<file path="config.mk">
export PLATFORM = sky130hd
export DESIGN_NAME = irq_prio_ctrl
export DESIGN_NICKNAME = d
export VERILOG_FILES = /design/src/rtl/irq_prio_pkg.sv /design/src/rtl/irq_msg_filter.sv /design/src/rtl/irq_prio_encoder.sv /design/src/rtl/irq_service_track.sv /design/src/rtl/irq_prio_ctrl.sv
export SDC_FILE = /design/constraint.sdc
export NUM_CORES = 2
export LEC_CHECK = 0
export ABC_AREA = 1
export BUFFER_PORTS_ARGS = -buffer_cell sky130_fd_sc_hd__buf_4
export CAP_MARGIN = 25
export CORE_AREA = 2 2 327 329
export DETAILED_ROUTE_END_ITERATION = 8
export DIE_AREA = 0 0 329 331
export HOLD_SLACK_MARGIN = 0.15
export MAX_ROUTING_LAYER = met4
export PLACE_DENSITY = 0.75
export SKIP_LAST_GASP = 1
export SLEW_MARGIN = 20
export SYNTH_ARGS = -nofsm -noshare
export SYNTH_HDL_FRONTEND = slang
export SYNTH_HIERARCHICAL = 1
export SYNTH_SLANG_ARGS = --single-unit
</file>
<file path="constraint.sdc">
create_clock -name clk -period 13.2 [get_ports clk]
set_input_delay 0.66 -clock clk [delete_from_list [all_inputs] [get_ports clk]]
set_output_delay 0.66 -clock clk [all_outputs]
set_load 0.02 [all_outputs]
</file>
<file path="src/rtl/irq_prio_pkg.sv">
package irq_prio_pkg;

  typedef enum logic [2:0] {
    DLV_FIXED    = 3'd0,
    DLV_LOWEST   = 3'd1,
    DLV_SMI      = 3'd2,
    DLV_RSVD     = 3'd3,
    DLV_NMI      = 3'd4,
    DLV_INIT     = 3'd5,
    DLV_STARTUP  = 3'd6,
    DLV_EXTINT   = 3'd7
  } dlv_mode_e;

  function automatic logic dlv_is_maskable(input logic [2:0] m);
    return (m == DLV_FIXED) || (m == DLV_LOWEST) || (m == DLV_EXTINT);
  endfunction

  function automatic logic dlv_is_unmaskable(input logic [2:0] m);
    return (m == DLV_SMI) || (m == DLV_NMI) || (m == DLV_INIT) ||
           (m == DLV_STARTUP);
  endfunction

endpackage

</file>
<file path="src/rtl/irq_msg_filter.sv">
module irq_msg_filter #(
  parameter int ID_W = 8
) (
  input  logic [ID_W-1:0] dest,
  input  logic            dest_logical,
  input  logic [ID_W-1:0] local_id,
  input  logic [2:0]      dlv_mode,
  output logic            take_maskable,
  output logic            take_unmaskable
);
  import irq_prio_pkg::*;

  logic addressed;

  always_comb begin
    if (dest_logical) addressed = |(dest & local_id);
    else              addressed = (dest == local_id);
    take_maskable   = addressed && dlv_is_maskable(dlv_mode);
    take_unmaskable = addressed && dlv_is_unmaskable(dlv_mode);
  end

endmodule

</file>
<file path="src/rtl/irq_prio_encoder.sv">
module irq_prio_encoder #(
  parameter int N     = 256,
  parameter int IDX_W = $clog2(N)
) (
  input  logic [N-1:0]     bits_in,
  output logic [IDX_W-1:0] top_idx,
  output logic             any_set
);

  always_comb begin
    top_idx = '0;
    any_set = 1'b0;
    for (int i = 0; i < N; i++) begin
      if (bits_in[i]) begin
        top_idx = IDX_W'(i);
        any_set = 1'b1;
      end
    end
  end

endmodule

</file>
<file path="src/rtl/irq_service_track.sv">
module irq_service_track #(
  parameter int VEC_W = 8,
  localparam int NVEC = 1 << VEC_W
) (
  input  logic             clk,
  input  logic             rst,
  input  logic             take,
  input  logic [VEC_W-1:0] take_vec,
  input  logic             retire,
  output logic [VEC_W-1:0] cur_vec
);

  logic [NVEC-1:0]  isr_q, isr_d, isr_rest;
  logic [VEC_W-1:0] cur_d, next_idx;
  logic             next_any;

  always_comb begin
    isr_rest          = isr_q;
    isr_rest[cur_vec] = 1'b0;
  end

  irq_prio_encoder #(.N(NVEC), .IDX_W(VEC_W)) u_next_enc (
    .bits_in (isr_rest),
    .top_idx (next_idx),
    .any_set (next_any)
  );

  always_comb begin
    isr_d = isr_q;
    cur_d = cur_vec;
    if (take) begin
      isr_d[take_vec] = 1'b1;
      cur_d           = take_vec;
    end else if (retire) begin
      isr_d = isr_rest;
      cur_d = next_any ? next_idx : '0;
    end
  end

  always_ff @(posedge clk) begin
    if (rst) begin
      isr_q   <= '0;
      cur_vec <= '0;
    end else begin
      isr_q   <= isr_d;
      cur_vec <= cur_d;
    end
  end

  assert_cur_marked_R9: assert property (@(posedge clk) disable iff (rst)
    (cur_vec != '0) |-> isr_q[cur_vec]);

  assert_take_marks_R8: assert property (@(posedge clk) disable iff (rst)
    take |=> (isr_q[$past(take_vec)] && cur_vec == $past(take_vec)));

endmodule

</file>
<file path="src/rtl/irq_prio_ctrl.sv">
module irq_prio_ctrl #(
  parameter int VEC_W = 8,
  parameter int ID_W  = 8,
  parameter int CLS_W = 4,
  localparam int NVEC = 1 << VEC_W
) (
  input  logic             clk,
  input  logic             rst,
  input  logic             msg_valid,
  output logic             msg_ready,
  input  logic [VEC_W-1:0] msg_vector,
  input  logic [ID_W-1:0]  msg_dest,
  input  logic             msg_dest_logical,
  input  logic [2:0]       msg_dlv_mode,
  input  logic             msg_level,
  input  logic [ID_W-1:0]  local_id,
  input  logic             int_enable,
  input  logic             tpr_we,
  input  logic [VEC_W-1:0] tpr_wdata,
  output logic [VEC_W-1:0] tpr_q,
  output logic             irq_pending,
  output logic [VEC_W-1:0] irq_vector,
  output logic             irq_level,
  input  logic             irq_ack,
  input  logic             eoi,
  output logic [VEC_W-1:0] in_service_vector,
  output logic             err_unmaskable
);

  logic [NVEC-1:0]  req_q, req_d, trig_q, trig_d;
  logic [VEC_W-1:0] enc_idx;
  logic             enc_any;
  logic             take_mask, take_nmi, msg_fire, set_new, ack_fire;

  assign msg_ready = ~rst;
  assign msg_fire  = msg_valid & msg_ready;

  irq_msg_filter #(.ID_W(ID_W)) u_filter (
    .dest            (msg_dest),
    .dest_logical    (msg_dest_logical),
    .local_id        (local_id),
    .dlv_mode        (msg_dlv_mode),
    .take_maskable   (take_mask),
    .take_unmaskable (take_nmi)
  );

  assign set_new = msg_fire && take_mask && !req_q[msg_vector];

  always_comb begin
    irq_pending = (irq_vector > in_service_vector) && int_enable &&
                  (irq_vector[VEC_W-1 -: CLS_W] > tpr_q[VEC_W-1 -: CLS_W]);
    ack_fire    = irq_ack && irq_pending;
  end

  always_comb begin
    req_d  = req_q;
    trig_d = trig_q;
    if (set_new) begin
      req_d[msg_vector]  = 1'b1;
      trig_d[msg_vector] = msg_level;
    end
    if (ack_fire) req_d[irq_vector] = 1'b0;
  end

  irq_prio_encoder #(.N(NVEC), .IDX_W(VEC_W)) u_req_enc (
    .bits_in (req_q),
    .top_idx (enc_idx),
    .any_set (enc_any)
  );

  always_ff @(posedge clk) begin
    if (rst) begin
      req_q          <= '0;
      trig_q         <= '0;
      irq_vector     <= '0;
      tpr_q          <= '0;
      err_unmaskable <= 1'b0;
    end else begin
      req_q          <= req_d;
      trig_q         <= trig_d;
      irq_vector     <= enc_any ? enc_idx : '0;
      err_unmaskable <= msg_fire && take_nmi;
      if (tpr_we) tpr_q <= tpr_wdata;
    end
  end

  assign irq_level = trig_q[irq_vector];

  irq_service_track #(.VEC_W(VEC_W)) u_service (
    .clk      (clk),
    .rst      (rst),
    .take     (ack_fire),
    .take_vec (irq_vector),
    .retire   (eoi),
    .cur_vec  (in_service_vector)
  );

  assert_new_req_set_R3: assert property (@(posedge clk) disable iff (rst)
    set_new |=> req_q[$past(msg_vector)]);

  assert_err_follows_msg_R4: assert property (@(posedge clk) disable iff (rst)
    err_unmaskable |-> $past(msg_valid && msg_ready));

  assert_nmi_flags_R4: assert property (@(posedge clk) disable iff (rst)
    (msg_fire && take_nmi) |=> err_unmaskable);

  assert_idle_zero_R5: assert property (@(posedge clk) disable iff (rst)
    ($past(req_q) == '0) |-> (irq_vector == '0));

  assert_ack_moves_R8: assert property (@(posedge clk) disable iff (rst)
    (irq_ack && irq_pending) |=> (in_service_vector == $past(irq_vector)));

  assert_ack_clears_R8: assert property (@(posedge clk) disable iff (rst)
    (irq_ack && irq_pending && !(msg_fire && msg_vector == irq_vector)) |=>
      !req_q[$past(irq_vector)]);

  assert_pend_needs_ie_R6: assert property (@(posedge clk) disable iff (rst)
    $rose(irq_pending) |-> int_enable);

endmodule

</file>
# Yosys cells after proc, flatten, opt, wreduce, memory -nomap -nowiden
# Cells that the tools add are included.
# word_totals
wordCells,1094
output_inout_bits,28
inputBits,44
register_bits,793
# op_classes
reduce_logical,21
bitwise_logic,10
n_lt_le_gt_ge,8
mux,1041
eq_ne,7
# ops
operator,n
2-to-1 mux 8 bit,385
2-to-1 mux 256 bit,4
2-to-1 mux 1 bit,520
bitwise AND 256 bit,2
NOT 256 bit,2
bitwise OR 256 bit,2
2-to-1 mux 7 bit,64
bitwise mux 256 bit,1
2-to-1 mux 6 bit,32
2-to-1 mux 5 bit,16
2-to-1 mux 4 bit,8
"< comparator 8 x 9 -> 1 bit, second input constant",3
demux 1 bit (select 8 bit),3
"greater-or-equal comparator 8 x 1 -> 1 bit, second input constant",3
binary-select mux 1 bit (select 8 bit),2
"equality test 3 bit, second input constant",4
2-to-1 mux 3 bit,4
logical AND 1 bit,11
bitwise AND 8 bit,1
equality test 8 bit,1
> comparator 8 bit,1
OR reduction 8 bit,1
logical OR 1 bit,5
> comparator 4 bit,1
other kinds (9),11

# Depth between registers and ports, before layout
# depth
word_depth,265
mapped_depth,262
ltp_nobuf,261

# Modules after synthesis
# The synthesis kept the hierarchy.
# by_module_without_submodules
mod,area_each_um2,n_inst,cells_per_inst,seq_area_each_um2
irq_prio_ctrl,28416.0,1,4510,10590.2
irq_service_track,15693.8,1,2673,5285.1
irq_prio_encoder,4015.1,2,963,0.0
irq_msg_filter,185.2,1,28,0.0

# Worst setup path after synthesis
# OpenSTA, ideal clock, no wires.
# synth_path
kind,register to register
startpoint,register u_service.cur_vec[1]
endpoint,register u_service.cur_vec[0]
path_slack_ps,1109
t_required_ps,13126
setup_time_ps,74
synth_period_minus_slack_ps,12091
t_arrival_ps,12017
path_stages_with_launch,262
path_buffers,1
cell_sequence,dfxtp_1 -> nand2_1 -> nor2_1 -> buf_2 -> a21oi_1 -> inv_1 -> nand2_1 -> nand2_1 -> nand2_1 -> nand2_1 -> nand2_1 -> nand2_1 -> nand2_1 -> nand2_1 -> nand2_1 -> nand2_1 -> nand2_1 -> nand2_1 -> (+226 left out) -> nand2_1 -> nand2_1 -> nand2_1 -> nand2_1 -> nand2_1 -> nand2_1 -> nand2_1 -> nand2_1 -> nand2_1 -> nand2_1 -> nand2_1 -> nand2_1 -> nand2_1 -> nand2_1 -> nand2_1 -> nand2_1 -> nand3_1 -> a31oi_1
# synth_between
elab_cells_between_ends,526
classes_between,order compare (3); mux (516); bitwise (2); reduce/logical (5)
# synth_lines
item,line,source
start: declaration,irq_service_track.sv:10,output logic [VEC_W-1:0] cur_vec
start signal: assignment,irq_service_track.sv:46,cur_vec <= cur_d;
< comparator 8 x 9 -> 1 bit (implied by the code) or greater-or-equal comparator 8 x 1 -> 1 bit (tied branches),irq_service_track.sv:19,isr_rest[cur_vec] = 1'b0;
logical AND 1 bit (implied by the code),irq_service_track.sv:19,
2-to-1 mux 1 bit (implied by the code),irq_service_track.sv:19,
demux 1 bit (select 8 bit) *,--,
NOT 256 bit (no source line) *,--,
bitwise AND 256 bit (no source line) *,--,
net u_service.isr_rest[2],irq_service_track.sv:13,"logic [NVEC-1:0] isr_q, isr_d, isr_rest;"
2-to-1 mux 8 bit * (254 in a row),irq_prio_encoder.sv:14,if (bits_in[i]) begin
net u_service.next_idx[0],irq_service_track.sv:14,"logic [VEC_W-1:0] cur_d, next_idx;"
2-to-1 mux 8 bit *,irq_service_track.sv:36,cur_d = next_any ? next_idx : '0;
2-to-1 mux 8 bit *,irq_service_track.sv:34,end else if (retire) begin
2-to-1 mux 8 bit *,irq_service_track.sv:31,if (take) begin
# The timed path passes the listed nets; every way through them passes the cells marked *. The select of a mux whose other input is x is not followed.
# A chain may end at the register's enable or synchronous reset.

# Worst setup path after layout
# layout_path
startpoint,register u_service.cur_vec[6]
endpoint,register u_service.cur_vec[0]
# Same word-level chain as after synthesis.

==> out/summary.txt <==
CP Capture Type - flip-flop
clock sinks - 793
initial antenna violation count - 6
fmax - 0.0715 GHz
total grt overflow - 0
# DRC - 0
final setup vio count - 2
CP startpoint kind - flip-flop
commonest non-fill, non-tap cell in the layout - nand2_1
Final min period - 13.98 ns
largest net degree at the start of global routing - 226
Yosys reg bits - 793
leakage - 25.0 nW
Tcrit/Tclk final - 106%
H-tree lvl count - 3
ys async rst share - 0%
Routed Antenna Nets - 0
commonest non-fill, non-tap cells in the layout - nand2_1, nor2_1, a21oi_1
Max-Cap Viols - 0
GRT Total Usage - 39.9%
unrepaired setup endpoints after global routing - true
Clock transition at path regs - 0.06 ns
Cell Pwr Density - 93.7 nW/um^2
r2r setup slk - -0.78 ns
Slew @ Worst Pin - 1.24 ns
Slowest-stage cell, CP - dfxtp_2
Final Slew Violations - 0
dpl ws - -0.670 ns
status - finished with violations
gpl congestion - 1.01
Starting DRT DRC Count - 8781
Max clock buf depth - 3
Yosys warning count - 6
post-DR vias/cell - 5.88
first-pass GRT wire length - 328 mm
CTS buffer count - 93
Die Ht - 331 um
violated checks - setup timing
Post-CTS Hold Buffers - 0
top_reg_cell synth - dfxtp_1
root buffer cell - clkbuf_16
layout cells sized above 1 - 7.78%
Final HPWL DP - 132 mm
Mapped Area - 52300 sq um
Mapped Cells - 9137
FP Rows - 119
PortBufs - 71
Worst EP arrival - 14.57 ns
skew final - 0.0542 ns
Routed WL - 218 mm
die area - 109000 sq um
Avg Inst Size Synth - 5.73 sq um
Synth cell types - 44
Max-slew headroom - 17.2%
slowest stage delay, CP - 0.33 ns
Core Region - 105000 sq um
DR WL/cell - 20.9 um
Area Growth Syn to Fin - 9.47%
Starting Density - 49.8%
I/O pin cnt - 72
die width - 329 um
final setup margin - -0.781 ns
Pre-antenna DRT Iters - 9
Fin. Hold Viols - 0
CP required - 13.79 ns
Post-synth EDFFs - 0
kind of critical path - flip-flop to flip-flop
sequential fraction of the synthesis area - 30.3%
Hold Crit Class - input port to flip-flop
final net count - 9023
VDD IR-drop max - 0.000110 V
total number of vias - 61378
vias in the first global route - 55573
TritonCTS clock tree - done
most used cell, CP - nand2_1
Worst Path Max Fanout - 5
syn_nets - 9201
WHS - 0.189 ns
Worst-Skew Late Latency - 0.72 ns
## repair_timing
action / in CTS / in global routing
endpoints found under the hold margin: 0 / 0
buffers inserted: 0 / 2
resized for setup: 26 / 15
endpoints found under the setup margin: 2 / 2
pin swaps: 7 / 14
## where the power goes
| part | internal [W] | total [W] | switching (W) |
|---|---|---|---|
| Clock | 0.00154 | 0.00268 | 0.00114 |
| Combinational | 0.0000626 | 0.000294 | 0.000231 |
| Sequential | 0.00239 | 0.00240 | 0.00000184 |
## final timing paths
kind	startpoint	endpoint	depth (start not counted)
max	u_service/cur_vec[6]$_SDFFE_PP0P_	u_service/cur_vec[0]$_SDFFE_PP0P_	261
min	tpr_wdata[0]	tpr_q[0]$_SDFFE_PP0P_	3
max reg2reg	u_service/cur_vec[6]$_SDFFE_PP0P_	u_service/cur_vec[0]$_SDFFE_PP0P_	261
min reg2reg	req_q[96]$_SDFF_PP0_	req_q[96]$_SDFF_PP0_	2
## critical path: cells and delay by family, from the launching register on
| kind | cells | cell delay (ns) |
|---|---|---|
| AOI/OAI and AO/OA | 2 | 0.22 |
| and+or+nand+nor | 257 | 13.21 |
| DFF | 1 | 0.33 |
| buffers and inverters | 2 | 0.15 |
## synthesized netlist by cell type (24+ instances only)
library cell / n / area, sq um
nor3_1: 24 / 120
bufinv_8: 32 / 561
buf_4: 48 / 360
nand3_1: 687 / 3440
buf_1: 63 / 236
nor2_1: 1473 / 5530
inv_2: 51 / 191
a21oi_1: 1034 / 5170
dfxtp_1: 793 / 15900
buf_6: 31 / 349
nand4_1: 275 / 1720
nand2_1: 2905 / 10900
a31oi_1: 29 / 181
clkbuf_1: 252 / 946
o21ai_1: 57 / 285
o21ai_0: 100 / 500
inv_1: 884 / 3320
buf_2: 197 / 986
a22oi_1: 64 / 480
## cell type report
class / instances / area [sq um]
clock inverters: 29 / 404
well taps: 1391 / 1740
diodes: 8 / 20.0
flip-flops and latches: 793 / 15900
fillers: 10678 / 47700
repair buffers: 320 / 2560
inverters: 972 / 4120
multi-input cells: 6779 / 29900
clock buffers: 138 / 2670
## registers in the layout, indices dropped and copies added (netlist names)
signal,flops
req_q,256
trig_q,256
u_service/isr_q,256
irq_vector,8
tpr_q,8
u_service/cur_vec,8
err_unmaskable,1
## cells by family after synthesis
kind of cell / Yosys count / share of synthesized area [%]
buffers and inverters: 1565 / 13.4
adders and majority gates: 20 / 0.478
DFF: 793 / 30.3
AOI/OAI and AO/OA: 1321 / 13.2
and+or+nand+nor: 5438 / 42.6
## per-layer routing
metal  track usage, %  vias to the layer above  part of all wire (%)  wire [um]
met4             31.4                        0                   9.2      20000
met3             8.82                     1126                    12      26200
met1             46.0                    27764                    36      78900
met5                -                        -                     0          0
li1                 -                    28548                     -          -
met2             60.2                     3940                    43      92800
## metrics by stage
stage	TNS (ns)	util (%)	total power, W	instances	area (sq um)
global route	-6.08	54.6	0.00548	10428	57300
floorplan	0	-	0.00264	9137	52300
finish	-1.45	54.6	0.00537	10430	57300
global placement	-1.29	51.3	0.00273	10243	53900
detailed placement	-0.971	51.5	0.00273	10251	54000
CTS	-0.813	54.4	0.00536	10418	57200
Note: power is estimated with default switching activity, not from simulation.
